==> src/rtl/pdp_seq_pkg.sv <==
package pdp_seq_pkg;
    typedef enum logic [2:0] {
        SQ_IDLE,
        SQ_BWRITE,
        SQ_BERASE,
        SQ_PREFETCH,
        SQ_SCAN,
        SQ_SUSTAIN
    } seq_state_e;
endpackage

==> src/rtl/pdp_dwell_timer.sv <==
module pdp_dwell_timer #(
    parameter int CNT_W = 12
) (
    input  logic             clk,
    input  logic             rst_n,
    input  logic             load,
    input  logic [CNT_W-1:0] load_val,
    output logic             last
);
    logic [CNT_W-1:0] cnt_q;

    // load_val is a dwell of at least one cycle; the counter holds cycles left minus one
    always_ff @(posedge clk or negedge rst_n) begin
        if (!rst_n)            cnt_q <= '0;
        else if (load)         cnt_q <= load_val - CNT_W'(1);
        else if (cnt_q != '0)  cnt_q <= cnt_q - CNT_W'(1);
    end

    assign last = (cnt_q == '0);
endmodule

==> src/rtl/pdp_sustain_pair.sv <==
module pdp_sustain_pair #(
    parameter int CNT_W = 12,
    parameter int TOT_W = 19
) (
    input  logic             clk,
    input  logic             rst_n,
    input  logic             start,
    input  logic [TOT_W-1:0] total,
    input  logic [CNT_W-1:0] width,
    output logic             drive_x,
    output logic             drive_y,
    output logic             done
);
    logic             active_q;
    logic             phase_q;
    logic [CNT_W-1:0] wcnt_q;
    logic [TOT_W-1:0] pcnt_q;

    always_ff @(posedge clk or negedge rst_n) begin
        if (!rst_n) begin
            active_q <= 1'b0;
            phase_q  <= 1'b0;
            wcnt_q   <= '0;
            pcnt_q   <= '0;
        end else if (start) begin
            active_q <= 1'b1;
            phase_q  <= 1'b0;
            wcnt_q   <= width - CNT_W'(1);
            pcnt_q   <= total - TOT_W'(1);
        end else if (active_q) begin
            if (wcnt_q != '0) begin
                wcnt_q <= wcnt_q - CNT_W'(1);
            end else if (pcnt_q == '0) begin
                active_q <= 1'b0;
            end else begin
                pcnt_q  <= pcnt_q - TOT_W'(1);
                phase_q <= ~phase_q;
                wcnt_q  <= width - CNT_W'(1);
            end
        end
    end

    assign drive_x = active_q & ~phase_q;
    assign drive_y = active_q & phase_q;
    assign done    = active_q && (wcnt_q == '0) && (pcnt_q == '0);

    AST_SUS_FLIP: assert property (@(posedge clk) disable iff (!rst_n)
        (active_q && $past(active_q) && $past(wcnt_q) == '0 && !$past(start))
            |-> (phase_q != $past(phase_q)));
    AST_SUS_HOLD: assert property (@(posedge clk) disable iff (!rst_n)
        (active_q && $past(active_q) && $past(wcnt_q) != '0 && !$past(start))
            |-> (phase_q == $past(phase_q)));
endmodule

==> src/rtl/pdp_subfield_seq.sv <==
module pdp_subfield_seq
    import pdp_seq_pkg::*;
#(
    parameter int NUM_SF = 8,
    parameter int ROW_W  = 8,
    parameter int NCOL   = 8,
    parameter int CNT_W  = 12,
    localparam int SF_W  = $clog2(NUM_SF),
    localparam int TOT_W = CNT_W + NUM_SF - 1
) (
    input  logic             clk,
    input  logic             rst_n,
    input  logic             field_start,
    input  logic [ROW_W-1:0] cfg_rows,
    input  logic [CNT_W-1:0] cfg_write_len,
    input  logic [CNT_W-1:0] cfg_erase_len,
    input  logic [CNT_W-1:0] cfg_addr_cyc,
    input  logic [CNT_W-1:0] cfg_sus_width,
    input  logic [CNT_W-1:0] cfg_sus_base,
    input  logic [NCOL-1:0]  plane_data,
    output logic             plane_req,
    output logic [SF_W-1:0]  plane_sf,
    output logic [ROW_W-1:0] plane_row,
    output logic             bulk_write,
    output logic             bulk_erase,
    output logic             scan_en,
    output logic [ROW_W-1:0] scan_row,
    output logic [NCOL-1:0]  col_en,
    output logic             sus_bias,
    output logic             sus_x,
    output logic             sus_y,
    output logic             overrun
);
    seq_state_e       state_q, state_d;
    logic [SF_W-1:0]  sf_q;
    logic [ROW_W-1:0] row_q;
    logic [NCOL-1:0]  pend_q, cur_q;
    logic             first_q, req_d1_q, overrun_q;

    logic             tmr_load, tmr_last, sus_start, sus_done, sf_end;
    logic [CNT_W-1:0] tmr_val;

    // clamped configuration
    logic [CNT_W-1:0] w_eff, e_eff, ac_eff, sw_eff;
    logic [ROW_W-1:0] rows_last;
    logic [TOT_W-1:0] sus_total;
    logic             last_sf;

    assign w_eff     = (cfg_write_len == '0) ? CNT_W'(1) : cfg_write_len;
    assign e_eff     = (cfg_erase_len == '0) ? CNT_W'(1) : cfg_erase_len;
    assign sw_eff    = (cfg_sus_width == '0) ? CNT_W'(1) : cfg_sus_width;
    assign ac_eff    = (cfg_addr_cyc < CNT_W'(2)) ? CNT_W'(2) : cfg_addr_cyc;
    assign rows_last = (cfg_rows == '0) ? '0 : cfg_rows - ROW_W'(1);
    assign sus_total = TOT_W'(cfg_sus_base) << sf_q;
    assign last_sf   = (sf_q == SF_W'(NUM_SF - 1));

    pdp_dwell_timer #(.CNT_W(CNT_W)) u_timer (
        .clk(clk), .rst_n(rst_n), .load(tmr_load), .load_val(tmr_val), .last(tmr_last)
    );

    pdp_sustain_pair #(.CNT_W(CNT_W), .TOT_W(TOT_W)) u_sustain (
        .clk(clk), .rst_n(rst_n), .start(sus_start), .total(sus_total),
        .width(sw_eff), .drive_x(sus_x), .drive_y(sus_y), .done(sus_done)
    );

    // next state
    always_comb begin
        state_d   = state_q;
        tmr_load  = 1'b0;
        tmr_val   = '0;
        sus_start = 1'b0;
        sf_end    = 1'b0;
        unique case (state_q)
            SQ_IDLE: if (field_start) begin
                state_d = SQ_BWRITE; tmr_load = 1'b1; tmr_val = w_eff;
            end
            SQ_BWRITE: if (tmr_last) begin
                state_d = SQ_BERASE; tmr_load = 1'b1; tmr_val = e_eff;
            end
            SQ_BERASE: if (tmr_last) begin
                state_d = SQ_PREFETCH; tmr_load = 1'b1; tmr_val = ac_eff;
            end
            SQ_PREFETCH: if (tmr_last) begin
                state_d = SQ_SCAN; tmr_load = 1'b1; tmr_val = ac_eff;
            end
            SQ_SCAN: if (tmr_last) begin
                if (row_q != rows_last) begin
                    tmr_load = 1'b1; tmr_val = ac_eff;
                end else if (sus_total != '0) begin
                    state_d = SQ_SUSTAIN; sus_start = 1'b1;
                end else begin
                    sf_end = 1'b1;
                end
            end
            SQ_SUSTAIN: if (sus_done) sf_end = 1'b1;
            default: state_d = SQ_IDLE;
        endcase
        if (sf_end) begin
            if (last_sf) begin
                state_d = SQ_IDLE;
            end else begin
                state_d = SQ_BWRITE; tmr_load = 1'b1; tmr_val = w_eff;
            end
        end
    end

    // state register and datapath registers
    always_ff @(posedge clk or negedge rst_n) begin
        if (!rst_n) begin
            state_q   <= SQ_IDLE;
            sf_q      <= '0;
            row_q     <= '0;
            pend_q    <= '0;
            cur_q     <= '0;
            first_q   <= 1'b0;
            req_d1_q  <= 1'b0;
            overrun_q <= 1'b0;
        end else begin
            state_q   <= state_d;
            first_q   <= tmr_load | sus_start;
            req_d1_q  <= plane_req;
            overrun_q <= field_start && (state_q != SQ_IDLE);
            if (req_d1_q) pend_q <= plane_data;
            if (state_d == SQ_SCAN && tmr_load) cur_q <= req_d1_q ? plane_data : pend_q;
            if (state_q == SQ_IDLE && field_start) sf_q <= '0;
            else if (sf_end && !last_sf)           sf_q <= sf_q + SF_W'(1);
            if (state_q == SQ_BERASE && tmr_last) row_q <= '0;
            else if (state_q == SQ_SCAN && tmr_last && row_q != rows_last) row_q <= row_q + ROW_W'(1);
        end
    end

    // outputs
    always_comb begin
        bulk_write = (state_q == SQ_BWRITE);
        bulk_erase = (state_q == SQ_BERASE);
        sus_bias   = (state_q == SQ_PREFETCH) || (state_q == SQ_SCAN);
        scan_en    = (state_q == SQ_SCAN);
        scan_row   = scan_en ? row_q : '0;
        col_en     = scan_en ? cur_q : '0;
        plane_req  = first_q && ((state_q == SQ_PREFETCH) ||
                                 (state_q == SQ_SCAN && row_q != rows_last));
        plane_row  = (state_q == SQ_PREFETCH) ? row_q : row_q + ROW_W'(1);
        plane_sf   = sf_q;
        overrun    = overrun_q;
    end

    AST_ROW_STEP: assert property (@(posedge clk) disable iff (!rst_n)
        (scan_en && $past(scan_en) && scan_row != $past(scan_row))
            |-> (scan_row == ROW_W'($past(scan_row) + 1'b1)));
    AST_SF_ORDER: assert property (@(posedge clk) disable iff (!rst_n)
        (sf_q != $past(sf_q)) |-> (sf_q == SF_W'($past(sf_q) + 1'b1) || sf_q == '0));
    AST_PREFETCH_FIRST: assert property (@(posedge clk) disable iff (!rst_n)
        $rose(scan_en) |-> $past(sus_bias));
    AST_SUS_EXCL: assert property (@(posedge clk) disable iff (!rst_n)
        (sus_x || sus_y) |-> !(sus_bias || bulk_write || bulk_erase));
endmodule

==> config.mk <==
export PLATFORM = sky130hd
export DESIGN_NAME = pdp_subfield_seq
export DESIGN_NICKNAME = d
export VERILOG_FILES = /design/src/rtl/pdp_seq_pkg.sv /design/src/rtl/pdp_dwell_timer.sv /design/src/rtl/pdp_sustain_pair.sv /design/src/rtl/pdp_subfield_seq.sv
export SDC_FILE = /design/constraint.sdc
export NUM_CORES = 1
export LEC_CHECK = 0
export ABC_AREA = 1
export ABC_CLOCK_PERIOD_IN_PS = 3000
export BUFFER_PORTS_ARGS = -buffer_cell sky130_fd_sc_hd__buf_4
export CORE_ASPECT_RATIO = 0.75
export CORE_MARGIN = 8
export CORE_UTILIZATION = 44
export DETAILED_ROUTE_END_ITERATION = 16
export HOLD_SLACK_MARGIN = 0.15
export PLACE_DENSITY = 0.7
export SETUP_SLACK_MARGIN = 0.5
export SYNTH_ARGS = -nofsm -noshare
export SYNTH_HDL_FRONTEND = slang
export SYNTH_SLANG_ARGS = --single-unit
==> constraint.sdc <==
create_clock -name clk -period 3 [get_ports clk]
set_clock_uncertainty 0.15 [all_clocks]
set_input_delay 0.45 -clock clk [delete_from_list [all_inputs] [get_ports clk]]
set_output_delay 0.45 -clock clk [all_outputs]
set_load 0.01 [all_outputs]
==> results.ini <==
[outcome]
status = finished with violations
violations = negative setup slack

[cells_and_area]
drive_gt1_share_pct = 43.1
seq_area_sq_um = 1950
fill_cells = 1229
synthToLayoutAreaGrowth_pct = 55.8
finalNonFillerCells = 1519
final_common_cell = buf_4
nets = 1396
multi_input_area_sq_um = 5030
diodes = 0
final_cell_mix = buf_4 (252), nand2_1 (233), inv_1 (111)

[cts]
path_clk_slew_ps = 60
htree_levels = 3
cts.sinks = 78
cts-root-buf = clkbuf_16
cts_buffer_depth = 2
clk_latency_ps = 350
cts_tree = yes
cts_made_buffers = 9

[power]
powerDensity_nw_per_um2 = 455
power.leakage_nw = 5.19
peakVddDrop_uv = 431

[hold_path]
hold_class = input port to flop
whs_path_depth = 3

[global_routing]
overflow = 0
antenna_found_initial = 0
grt_pass1_vias = 7732
grt_usage_pct = 23.7
grt_max_degree = 45
grt_first_pass_wirelength_mm = 38.1

[logic_synthesis]
yosysWarnings = 0
synth-main-ff-cell = dfrtp_1
syn-instance-count = 1038
synthesis.nets = 1125
synth_cell_types = 52
synthArstFlopShare_pct = 100
avgSynthCellArea_sq_um = 6.49
syn_area_sq_um = 6730
synth_edf_count = 0
ys_ff_latch = 78
ys_seq_area_share_pct = 29.0

[floorplanning]
start_util_pct = 44.7
io_pins = 114
die_h_um = 123
fp.dieW_um = 159
die_area_sq_um = 19600
rows = 39
fp.coreArea_sq_um = 15100

[setup_path]
crit_start = plane_sf[0]
cp.depth = 23
crit_end = u_timer.cnt_q[2]
crit_family = simple AND/OR/NAND/NOR gates
crit_type = flop to flop
critPathMaxFanout = 7
endpoint_kind = flop
required_ps = 3130
start_kind = flop
path_common_cell = nand2_4
r2r-end = u_timer.cnt_q[2]
crit_slowest_cell = dfrtp_2
cpPeakStageDelay_ps = 510
cp.buffers_inverters = 5
rrSetupSlack_ps = -250
reg2reg_depth = 23
crit_arrival_ps = 3380
r2r-start = plane_sf[0]
crit_chain = buf_12, nand2_2, nand3_2, nand3_2, nand2_2, nor2_2, nand2_2, nor2_4, nand2_4, nor2_4, nand2_4, nand2_4, nand2_4, nand2_4, nand3_4, nand2_4, ha_4, nand4_1, buf_4, buf_6, buf_6, buf_6, a21oi_2

[sta]
period_needed_ps = 3250
worst_pin_slew_ps = 652
finalCritPeriodShare_pct = 108
setup_viol = 25
max_slew_margin_pct = 56.5
max_freq_ghz = 0.308
hold_violations = 0
slew_violations = 0
rsz0062_at_grt = yes
finalWorstSetupSlack_ps = -246

[detailed_routing]
vias = 8059
drtIter0Drc = 605
drc = 0
drt-vias-per-instance = 5.31
detail_route.wl_per_cell_um = 16.3
totalWireLength_mm = 24.8
detail-route-antenna-nets = 0
firstDrtPassIters = 5

[place]
port_buffers = 113
gp_congestion = 0.964
post-place-ws_ps = -461
dp_cells = 1450
dp_hpwl_mm = 16.9

[run]
cap_violations = 0

## power by group
part	leakage, nW	internal, W	total, W	switching [W]
registers	0.967	0.00129	0.00145	0.000168
clock network	0.156	0.000757	0.00123	0.000475
logic	4.06	0.000938	0.00208	0.00115
## kinds of logic after synthesis
| family | count (synthesis) | synth area share (%) |
|---|---|---|
| adder cells (fa/ha/maj) | 8 | 1.49 |
| XOR/XNOR | 24 | 3.12 |
| flip-flops | 78 | 29.0 |
| multiplexers | 8 | 1.34 |
| buffers and inverters | 165 | 10.4 |
| AO/OA/AOI/OAI | 134 | 11.4 |
| AND/OR/NAND/NOR | 621 | 43.3 |
## how the worst min path moves through the flow
stage,startpoint,endpoint
after global routing,plane_data[6],pend_q[6]
after global placement,pend_q[5],pend_q[5]
final,plane_data[6],pend_q[6]
after floorplan,rst_n,cur_q[0]
after CTS,plane_data[6],pend_q[6]
after detailed placement,pend_q[1],pend_q[1]
## per-layer routing
metal | up-vias | global-route usage (%) | routed length [um]
li1 | 3902 | - | -
met1 | 3765 | 31.1 | 11100
met2 | 337 | 38.5 | 11500
met3 | 55 | 5.59 | 1720
met4 | 0 | 6.99 | 548
met5 | - | 0 | 0
## area by class of cell
class,instances,share of cell area [%]
well taps,205,2.45
clock inverters,6,0.883
flip-flops and latches,78,18.6
multi-input cells,797,48.0
clock buffers,10,2.28
repair inverters,1,0.0596
inverters,136,5.36
repair buffers,286,22.4
## through the flow
stage               utilization (%)  instance area (sq um)  TNS (ps)  hold WS, ps  total power [W]
floorplan                         -                   6960      -238         4.41          0.00251
global placement               58.6                   8830    -10670          297          0.00309
detailed placement             58.6                   8830    -13980          311          0.00311
CTS                            65.1                   9810     -34.2          165          0.00452
global route                   69.6                  10500     -8290          183          0.00508
finish                         69.6                  10500     -3240          174          0.00477
## synth_stat cells, types with 9 or more instances
master / n / area, sq um
nor4_1: 11 / 68.8
o21ai_1: 20 / 100
nor2_4: 9 / 101
xor2_1: 17 / 149
dfrtp_1: 78 / 1950
nor3_1: 9 / 45.0
clkbuf_1: 10 / 37.5
nor2_2: 14 / 87.6
nand4_1: 11 / 68.8
a21oi_1: 30 / 150
nand2_2: 23 / 144
nor2_1: 120 / 450
inv_1: 122 / 458
nand3_1: 107 / 536
nand3_2: 13 / 130
o21ai_0: 50 / 250
nand2_1: 280 / 1050
## worst reg2reg max path, cell delays in order, from the launching register on
cell	delay, ps
dfrtp_2	510
buf_12	200
nand2_2	80
nand3_2	120
nand3_2	100
nand2_2	80
nor2_2	150
nand2_2	100
nor2_4	130
nand2_4	90
nor2_4	130
nand2_4	80
nand2_4	80
nand2_4	70
nand2_4	100
nand3_4	90
nand2_4	100
ha_4	130
nand4_1	120
buf_4	180
buf_6	100
buf_6	100
buf_6	100
a21oi_2	90
## sequential cells by signal, indices dropped and copies added (netlist names), 3 cells and up
| signal | cells |
|---|---|
| row_q | 8 |
| u_sustain.pcnt_q | 19 |
| state_q | 3 |
| plane_sf | 3 |
| u_timer.cnt_q | 12 |
| u_sustain.wcnt_q | 12 |
| cur_q | 8 |
| pend_q | 8 |
## repair_timing
item,CTS,global route
buffers inserted,27,21
setup endpoints to repair,57,62
gates resized for setup,99,125
pin swaps,34,60
gates cloned,3,1
hold buffers,1,0
endpoints found under the hold margin,42,0
(Power assumes the default switching activity.)
